===== config.mk =====
export PLATFORM = sky130hd
export DESIGN_NAME = bank_rw_sched
export DESIGN_NICKNAME = d
export VERILOG_FILES = /design/src/rtl/rsched_pkg.sv /design/src/rtl/bank_req_queue.sv /design/src/rtl/bank_tier_pick.sv /design/src/rtl/bank_rw_sched.sv
export SDC_FILE = /design/constraint.sdc
export NUM_CORES = 1
export LEC_CHECK = 0
export BUFFER_PORTS_ARGS = -buffer_cell sky130_fd_sc_hd__buf_4
export CAP_MARGIN = 20
export CORE_ASPECT_RATIO = 2
export CORE_MARGIN = 8
export CORE_UTILIZATION = 55
export CTS_CLUSTER_DIAMETER = 200
export CTS_CLUSTER_SIZE = 40
export DETAILED_ROUTE_END_ITERATION = 6
export HOLD_SLACK_MARGIN = 0.06
export MAX_ROUTING_LAYER = met4
export PLACE_DENSITY_LB_ADDON = 0.12
export SLEW_MARGIN = 30
export SYNTH_ARGS = -nofsm -noshare
export SYNTH_HDL_FRONTEND = slang
export SYNTH_SLANG_ARGS = --single-unit

===== constraint.sdc =====
create_clock -name clk -period 4.49 [get_ports clk]
set_clock_uncertainty 0.15 [all_clocks]
set_input_delay 0.2245 -clock clk [delete_from_list [all_inputs] [get_ports clk]]
set_output_delay 0.2245 -clock clk [all_outputs]
set_load 0.02 [all_outputs]

===== src/rtl/rsched_pkg.sv =====
package rsched_pkg;

    typedef enum logic [2:0] {
        CMD_NOP   = 3'd0,
        CMD_READ  = 3'd1,
        CMD_WRITE = 3'd2,
        CMD_PRE   = 3'd3,
        CMD_ACT   = 3'd4
    } cmd_e;

    function automatic logic is_column_cmd(cmd_e c);
        return (c == CMD_READ) || (c == CMD_WRITE);
    endfunction

    function automatic logic is_row_cmd(cmd_e c);
        return (c == CMD_PRE) || (c == CMD_ACT);
    endfunction

    // Row command needed to reach a different row: close first if one is open.
    function automatic cmd_e row_cmd_for(logic bank_open);
        return bank_open ? CMD_PRE : CMD_ACT;
    endfunction

endpackage


===== src/rtl/bank_req_queue.sv =====
module bank_req_queue #(
    parameter int DEPTH = 8,
    parameter int ROW_W = 14,
    parameter int COL_W = 10,
    localparam int IDX_W = $clog2(DEPTH),
    localparam int CNT_W = $clog2(DEPTH + 1)
) (
    input  logic             clk,
    input  logic             rst,
    input  logic             enq_valid,
    input  logic             enq_write,
    input  logic [ROW_W-1:0] enq_row,
    input  logic [COL_W-1:0] enq_col,
    output logic             enq_ready,
    input  logic             rm_valid,
    input  logic [IDX_W-1:0] rm_idx,
    output logic [DEPTH-1:0] q_valid,
    output logic [DEPTH-1:0] q_write,
    output logic [ROW_W-1:0] q_row [DEPTH],
    output logic [COL_W-1:0] q_col [DEPTH],
    output logic [CNT_W-1:0] q_count
);

    logic             enq_fire;
    logic [CNT_W-1:0] tail;

    assign enq_ready = (q_count != CNT_W'(DEPTH));
    assign enq_fire  = enq_valid && enq_ready;
    assign tail      = q_count - (rm_valid ? CNT_W'(1) : CNT_W'(0));

    for (genvar i = 0; i < DEPTH; i++) begin : g_slot
        logic             up_v, up_w;
        logic [ROW_W-1:0] up_r;
        logic [COL_W-1:0] up_c;
        logic             nx_v, nx_w;
        logic [ROW_W-1:0] nx_r;
        logic [COL_W-1:0] nx_c;
        logic             shift;

        if (i < DEPTH - 1) begin : g_mid
            assign up_v = q_valid[i+1];
            assign up_w = q_write[i+1];
            assign up_r = q_row[i+1];
            assign up_c = q_col[i+1];
        end else begin : g_last
            assign up_v = 1'b0;
            assign up_w = 1'b0;
            assign up_r = '0;
            assign up_c = '0;
        end

        assign shift = rm_valid && (IDX_W'(i) >= rm_idx);

        always_comb begin
            if (shift) begin
                nx_v = up_v;
                nx_w = up_w;
                nx_r = up_r;
                nx_c = up_c;
            end else begin
                nx_v = q_valid[i];
                nx_w = q_write[i];
                nx_r = q_row[i];
                nx_c = q_col[i];
            end
            if (enq_fire && (tail == CNT_W'(i))) begin
                nx_v = 1'b1;
                nx_w = enq_write;
                nx_r = enq_row;
                nx_c = enq_col;
            end
        end

        always_ff @(posedge clk) begin
            if (rst) begin
                q_valid[i] <= 1'b0;
                q_write[i] <= 1'b0;
                q_row[i]   <= '0;
                q_col[i]   <= '0;
            end else begin
                q_valid[i] <= nx_v;
                q_write[i] <= nx_w;
                q_row[i]   <= nx_r;
                q_col[i]   <= nx_c;
            end
        end
    end

    always_ff @(posedge clk) begin
        if (rst) q_count <= '0;
        else     q_count <= tail + (enq_fire ? CNT_W'(1) : CNT_W'(0));
    end

    p_no_overflow_r9: assert property (@(posedge clk) disable iff (rst)
        q_count <= CNT_W'(DEPTH));

    p_full_drops_r9: assert property (@(posedge clk) disable iff (rst)
        (q_count == CNT_W'(DEPTH) && !rm_valid) |=> q_count == CNT_W'(DEPTH));

    p_packed_r8: assert property (@(posedge clk) disable iff (rst)
        $countones(q_valid) == int'(q_count) && (q_valid & (q_valid + 1'b1)) == '0);

endmodule


===== src/rtl/bank_tier_pick.sv =====
module bank_tier_pick
    import rsched_pkg::*;
#(
    parameter int DEPTH = 8,
    parameter int ROW_W = 14,
    parameter int COL_W = 10,
    localparam int IDX_W = $clog2(DEPTH)
) (
    input  logic             clk,
    input  logic             rst,
    input  logic [DEPTH-1:0] q_valid,
    input  logic [DEPTH-1:0] q_write,
    input  logic [ROW_W-1:0] q_row [DEPTH],
    input  logic [COL_W-1:0] q_col [DEPTH],
    input  logic             open_valid,
    input  logic [ROW_W-1:0] open_row,
    output cmd_e             pick_cmd,
    output logic [IDX_W-1:0] pick_idx
);

    logic [DEPTH-1:0] hit, haz;
    logic [DEPTH-1:0] t_rd_hit, t_wr_hit, t_rd_any, t_wr_any;

    for (genvar i = 0; i < DEPTH; i++) begin : g_class
        assign hit[i] = open_valid && (q_row[i] == open_row);

        always_comb begin
            haz[i] = 1'b0;
            for (int j = 0; j < DEPTH; j++) begin
                if (j < i && q_valid[j] && q_write[j]
                    && q_row[j] == q_row[i] && q_col[j] == q_col[i])
                    haz[i] = 1'b1;
            end
        end

        assign t_rd_hit[i] = q_valid[i] && !q_write[i] && hit[i] && !haz[i];
        assign t_wr_hit[i] = q_valid[i] &&  q_write[i] && hit[i];
        assign t_rd_any[i] = q_valid[i] && !q_write[i] && !haz[i];
        assign t_wr_any[i] = q_valid[i] &&  q_write[i];
    end

    // Oldest set bit; MSB of the result flags that one was found.
    function automatic logic [IDX_W:0] oldest(logic [DEPTH-1:0] v);
        logic [IDX_W:0] r;
        r = '0;
        for (int k = DEPTH - 1; k >= 0; k--)
            if (v[k]) r = {1'b1, IDX_W'(k)};
        return r;
    endfunction

    logic [IDX_W:0] f1, f2, f3, f4;
    assign f1 = oldest(t_rd_hit);
    assign f2 = oldest(t_wr_hit);
    assign f3 = oldest(t_rd_any);
    assign f4 = oldest(t_wr_any);

    always_comb begin
        pick_cmd = CMD_NOP;
        pick_idx = '0;
        if (f1[IDX_W]) begin
            pick_cmd = CMD_READ;
            pick_idx = f1[IDX_W-1:0];
        end else if (f2[IDX_W]) begin
            pick_cmd = CMD_WRITE;
            pick_idx = f2[IDX_W-1:0];
        end else if (f3[IDX_W]) begin
            pick_cmd = row_cmd_for(open_valid);
            pick_idx = f3[IDX_W-1:0];
        end else if (f4[IDX_W]) begin
            pick_cmd = row_cmd_for(open_valid);
            pick_idx = f4[IDX_W-1:0];
        end
    end

    p_nonempty_pick_r1: assert property (@(posedge clk) disable iff (rst)
        (|q_valid) |-> pick_cmd != CMD_NOP);

    p_read_safe_r7: assert property (@(posedge clk) disable iff (rst)
        pick_cmd == CMD_READ |-> (!haz[pick_idx] && q_valid[pick_idx]));

    p_closed_no_col_r2: assert property (@(posedge clk) disable iff (rst)
        !open_valid |-> !is_column_cmd(pick_cmd));

endmodule


===== src/rtl/bank_rw_sched.sv =====
module bank_rw_sched
    import rsched_pkg::*;
#(
    parameter int DEPTH = 8,
    parameter int ROW_W = 14,
    parameter int COL_W = 10,
    localparam int IDX_W = $clog2(DEPTH),
    localparam int CNT_W = $clog2(DEPTH + 1)
) (
    input  logic             clk,
    input  logic             rst,
    input  logic             enq_valid,
    input  logic             enq_write,
    input  logic [ROW_W-1:0] enq_row,
    input  logic [COL_W-1:0] enq_col,
    output logic             enq_ready,
    input  logic             open_valid,
    input  logic [ROW_W-1:0] open_row,
    output logic             issue_valid,
    output logic [2:0]       issue_cmd,
    output logic [IDX_W-1:0] issue_idx,
    output logic [ROW_W-1:0] issue_row,
    output logic [COL_W-1:0] issue_col,
    input  logic             issue_ready
);

    logic [DEPTH-1:0] q_valid, q_write;
    logic [ROW_W-1:0] q_row [DEPTH];
    logic [COL_W-1:0] q_col [DEPTH];
    logic [CNT_W-1:0] q_count;

    cmd_e             pick_cmd, out_cmd;
    logic [IDX_W-1:0] pick_idx;
    logic             handshake, rm_valid;

    assign issue_valid = (out_cmd != CMD_NOP);
    assign issue_cmd   = out_cmd;
    assign handshake   = issue_valid && issue_ready;
    assign rm_valid    = handshake && is_column_cmd(out_cmd);

    bank_req_queue #(.DEPTH(DEPTH), .ROW_W(ROW_W), .COL_W(COL_W)) u_queue (
        .clk       (clk),
        .rst       (rst),
        .enq_valid (enq_valid),
        .enq_write (enq_write),
        .enq_row   (enq_row),
        .enq_col   (enq_col),
        .enq_ready (enq_ready),
        .rm_valid  (rm_valid),
        .rm_idx    (issue_idx),
        .q_valid   (q_valid),
        .q_write   (q_write),
        .q_row     (q_row),
        .q_col     (q_col),
        .q_count   (q_count)
    );

    bank_tier_pick #(.DEPTH(DEPTH), .ROW_W(ROW_W), .COL_W(COL_W)) u_pick (
        .clk        (clk),
        .rst        (rst),
        .q_valid    (q_valid),
        .q_write    (q_write),
        .q_row      (q_row),
        .q_col      (q_col),
        .open_valid (open_valid),
        .open_row   (open_row),
        .pick_cmd   (pick_cmd),
        .pick_idx   (pick_idx)
    );

    always_ff @(posedge clk) begin
        if (rst || handshake) begin
            out_cmd   <= CMD_NOP;
            issue_idx <= '0;
            issue_row <= '0;
            issue_col <= '0;
        end else begin
            out_cmd   <= pick_cmd;
            issue_idx <= pick_idx;
            issue_row <= q_row[pick_idx];
            issue_col <= q_col[pick_idx];
        end
    end

    p_bubble_r10: assert property (@(posedge clk) disable iff (rst)
        handshake |=> !issue_valid);

    p_col_removes_r3: assert property (@(posedge clk) disable iff (rst)
        (rm_valid && !(enq_valid && enq_ready)) |=> q_count == $past(q_count) - 1'b1);

    p_row_keeps_r5: assert property (@(posedge clk) disable iff (rst)
        (handshake && is_row_cmd(out_cmd) && !enq_valid) |=> q_count == $past(q_count));

    p_empty_nop_r1: assert property (@(posedge clk) disable iff (rst)
        (q_count == '0) |=> !issue_valid);

endmodule


==> results of run 1 <==
[stage by stage]
step / util (%) / cells
after floorplan: - / 2947
after global placement: 64.6 / 3632
after detailed placement: 64.6 / 3632
after CTS: 66.1 / 3671
[Yosys cell counts, drive strengths merged, types with 11 or more instances]
master / count / share of area (%)
xnor2: 432 / 16
xor2: 358 / 13
dfxtp: 242 / 21
buf: 234 / 5.4
nor2: 222 / 3.6
nor4: 170 / 4.7
mux2i: 155 / 6.6
nand4: 151 / 4.0
a211oi: 150 / 4.8
nand3: 138 / 2.9
clkbuf: 131 / 2.2
nand2: 127 / 2.0
o21ai: 80 / 1.7
a21boi: 74 / 2.4
a21oi: 40 / 0.85
nor3: 40 / 0.87
a311oi: 28 / 1.0
a2111o: 24 / 1.2
mux2: 24 / 1.5
nand4b: 15 / 0.56
o22ai: 14 / 0.43
inv: 11 / 0.18
[routing by layer]
| layer | global-route usage (%) | GRT overflow |
|---|---|---|
| met1 | 62.4 | 0 |
| met2 | 81.6 | 2 |
| met3 | 31.5 | 0 |
| met4 | 54.1 | 2 |
| met5 | - | - |
[kinds of logic after synthesis]
family | count (synthesis) | share of synthesized area [%]
fa+ha+maj | 4 | 0.213
mux | 179 | 8.07
flops | 242 | 20.7
xor+xnor | 790 | 29.5
compound gates | 447 | 13.7
buf+inv | 377 | 7.87
simple gates | 908 | 20.0
[repair_timing]
action / in CTS
gates resized for setup: 11
endpoints found under the hold margin: 203
setup endpoints to repair: 24
cloned: 0
buffers inserted: 0
hold buffers: 27
==> qor.yml, run 1 <==
status: "aborted with a tool error"
failed_stage: "global routing"
error: "[ERROR GRT-0116] Global routing finished with congestion. Check the congestion regions in the DRC Viewer."
synthArstFlopShare_pct: 0
synth_top_flop_cell: "dfxtp_1"
synth_edf_count: 0
grt_usage_pct: 60.3
die-height_um: 308
grt_pass1_wl_um: 211000
dpl.hpwl_um: 105000
syn_area_per_cell_um2: 7.96
clockRootBuffer: "clkbuf_16"
syn_nets: 2995
cts_buffer_depth: 3
place.gp.congestion: 1.29
grt_pass1_vias: 27200
placed_area_um2: 27300
yosys_register_bits: 242
cts_buffers: 10
io_buffer_count: 75
rows: 107
clkSinkCount: 242
synthCells: 2947
syn_area_um2: 23500
die_w_um: 162
htreeDepth: 1
dp_slack_ps: -132
io_pins: 76
grt_overflow_total: 4
ys_seq_area_share_pct: 20.7
initial_core_util_pct: 55.5
yosys_warnings: 0
grt_max_degree: 82
netlist-cell-type-count: 68
==> run 2: changes to the inputs <==
--- a/config.mk
+++ b/config.mk
@@ -7,15 +7,10 @@
 export LEC_CHECK = 0
 export BUFFER_PORTS_ARGS = -buffer_cell sky130_fd_sc_hd__buf_4
 export CAP_MARGIN = 20
-export CORE_ASPECT_RATIO = 2
 export CORE_MARGIN = 8
-export CORE_UTILIZATION = 55
-export CTS_CLUSTER_DIAMETER = 200
-export CTS_CLUSTER_SIZE = 40
+export CORE_UTILIZATION = 40
 export DETAILED_ROUTE_END_ITERATION = 6
-export HOLD_SLACK_MARGIN = 0.06
-export MAX_ROUTING_LAYER = met4
-export PLACE_DENSITY_LB_ADDON = 0.12
+export PLACE_DENSITY_LB_ADDON = 0.15
 export SLEW_MARGIN = 30
 export SYNTH_ARGS = -nofsm -noshare
 export SYNTH_HDL_FRONTEND = slang
==> run 2 against run 1 <==
Compared with the run above: the flow now finishes, with violations (DRC, setup timing); synthesized cell count unchanged; area after synthesis unchanged.
==> qor.yml, run 2 <==
rr_endpoint: "issue_row[1]"
fin_crit_sh_pct: 102
crit_top_cell: "buf_4"
drt_iter0_drc: 4646
slew_headroom_pct: 28.6
netlist-cell-type-count: 68
period_minus_slack_ps: 4590
required_ps: 4810
synth_common_cells: "xnor2_1 (431), xor2_1 (358), dfxtp_1 (242), nor2_1 (221), buf_2 (175)"
cpPeakStageDelay_ps: 530
power_density_nw_per_um2: 752
ff2ff_setup_slack_ps: -100
dieArea_um2: 66700
final_max_slew_viol_count: 0
largest_reg_flops: 98
drv_cap: 0
path_clk_slew_ps: 60
synthCells: 2947
synthArstFlopShare_pct: 0
core_um2: 57800
cts_buffer_depth: 3
dpl.hpwl_um: 122000
synth_edf_count: 0
io_buffer_count: 75
tightest_slew_ps: 1070
cp-startpoint: "u_queue.g_slot[6].up_r[10]"
endpoint: "issue_row[1]"
critPathBufInv: 3
worst_path_max_delay_cell: "nor4_4"
grt_pass1_vias: 26500
setup_violations: 3
grt_pass1_wl_um: 222000
cts_tree: "yes"
clkSinkCount: 242
hold_class: "in2reg"
wl_met2_um: 62300
die_w_um: 258
critPathCaptureType: "register"
dr_total_vias: 28000
yosys_warnings: 0
final_common_cell: "buf_4"
die-height_um: 258
synth.most_common_cell: "xnor2_1"
clkLatencyLatePin_ps: 610
m1WireLength_um: 58900
layout_common_cells: "buf_4 (529), xnor2_1 (422), xor2_1 (356)"
cts_buffers: 34
hold-worst-slack_ps: 68.2
hold_viol: 0
rr_worst_depth: 14
n_fill_cell: 5496
initial_core_util_pct: 40.6
place.gp.congestion: 1.15
p_leak_uw: 0.0131
htreeDepth: 2
worst_slack_ps: -97.0
detail-route-antenna-nets: 0
final_layout_size_suffix_gt1_share_pct: 23.6
grt_max_degree: 174
route.detailed.drc: 3
violations: "DRC, setup timing"
cp_cell_sequence: "buf_4 > xor2_1 > nor4_1 > nand4_1 > o22ai_2 > buf_4 > nor4_4 > a32oi_1 > o21a_1 > o22a_2 > buf_4 > o21ai_0 > a21boi_0 > a2111o_1"
timing.rr.start: "u_queue.g_slot[6].up_r[10]"
path_depth: 14
grt_overflow_total: 0
syn_nets: 2995
clockRootBuffer: "clkbuf_16"
rows: 88
max-vdd-ir-drop_uv: 805
synth_area_leaders: "dfxtp_1 (21%), xnor2_1 (16%), xor2_1 (13%)"
postLayoutCoreUtil_pct: 52.5
met3_length_um: 27600
cp_max_fo: 48
first_pass_iters: 7
nets: 3327
grt_usage_pct: 47.6
synth_top_flop_cell: "dfxtp_1"
yosys_register_bits: 242
synth_top_area_share_pct: 20.7
critPathArrivalTime_ps: 4910
antenna_found_initial: 5
routedWlPerCell_um: 40.7
area_growth_pct: 29.5
routed_via_density: 6.89
syn_area_um2: 23500
io_pins: 76
cp-start-kind: "register"
status: "finished, violations left"
fmax_mhz: 218
finalPower_uw: 22800
drt_wl_total_um: 166000
netlist.top_cell.by_area: "dfxtp_1"
crit_type: "reg2reg"
whs_path_depth: 4
cp_top_family: "compound AO/OA/AOI/OAI gates"
ys_seq_area_share_pct: 20.7
fin_setup_tns_ps: -152
top_layer: "met5"
syn_area_per_cell_um2: 7.96
[run 2: power by group]
group          internal, uW  switching [uW]  leakage (uW)  total (uW)
clock                  1650            1260      0.000557        2910
sequential             2710            1050       0.00197        3760
combinational          6460            9710        0.0106       16200
[run 2: worst min-delay path by stage]
stage,end,startpoint
3_5_place_dp,u_queue.g_slot[6].up_r[11],u_queue.g_slot[6].up_r[11]
2_1_floorplan,u_queue.g_slot[6].up_v,u_queue.g_slot[6].up_v
6_report,u_queue.q_count[0],enq_valid
4_1_cts,u_queue.q_count[0],enq_valid
3_3_place_gp,u_queue.g_slot[6].up_r[11],u_queue.g_slot[6].up_r[11]
5_1_grt,u_queue.q_count[0],enq_valid
[run 2: worst reg2reg max path, stage by stage, from the launching register on]
cell,delay [ps]
dfxtp_1,470
buf_4,300
xor2_1,420
nor4_1,100
nand4_1,160
o22ai_2,130
buf_4,170
nor4_4,530
a32oi_1,280
o21a_1,270
o22a_2,280
buf_4,300
o21ai_0,360
a21boi_0,240
a2111o_1,320
[run 2: cell families (layout without fill, tap and decap cells)]
family          after synthesis  after routing  share of synthesized area, %
compound gates              447            447                          13.7
mux                         179            179                          8.07
flops                       242            242                          20.7
simple gates                908            908                          20.0
other cells                   0              3                             0
buf+inv                     377            732                          7.87
xor+xnor                    790            790                          29.5
fa+ha+maj                     4              4                         0.213
[run 2: what timing repair did]
action	4_1_cts	5_1_grt
setup buffers	1	0
gates resized for setup	9	40
endpoints found under the setup margin	24	24
pin swaps	1	1
hold buffers	27	0
hold endpoints to repair	207	0
[run 2: through the flow]
step           setup slack, ps  cell area, um^2  instances
4_1_cts                   1.49            30200       4067
3_5_place_dp              -416            28700       3980
6_report                 -97.0            30400       4070
3_3_place_gp              -475            28700       3980
2_1_floorplan              770            23500       2947
5_1_grt                  -5.28            30400       4067
[run 2: final cells by class]
cell class | count | area [um^2] | area share, %
multi-input combinational | 2328 | 17000 | 56.1
timing repair buffer | 661 | 6330 | 20.8
inverter | 12 | 45.0 | 0.148
antenna | 3 | 7.51 | 0.0247
tap | 765 | 957 | 3.15
clock buffer | 43 | 925 | 3.04
clock inverter | 16 | 205 | 0.676
sequential | 242 | 4870 | 16.0
[run 2: routing by layer]
layer / vias to the layer above / track usage [%]
li1: 11100 / -
met1: 13400 / 56.2
met2: 2705 / 64.0
met3: 890 / 24.4
met4: 8 / 36.6
met5: - / 1.53
(Power assumes the default switching activity.)
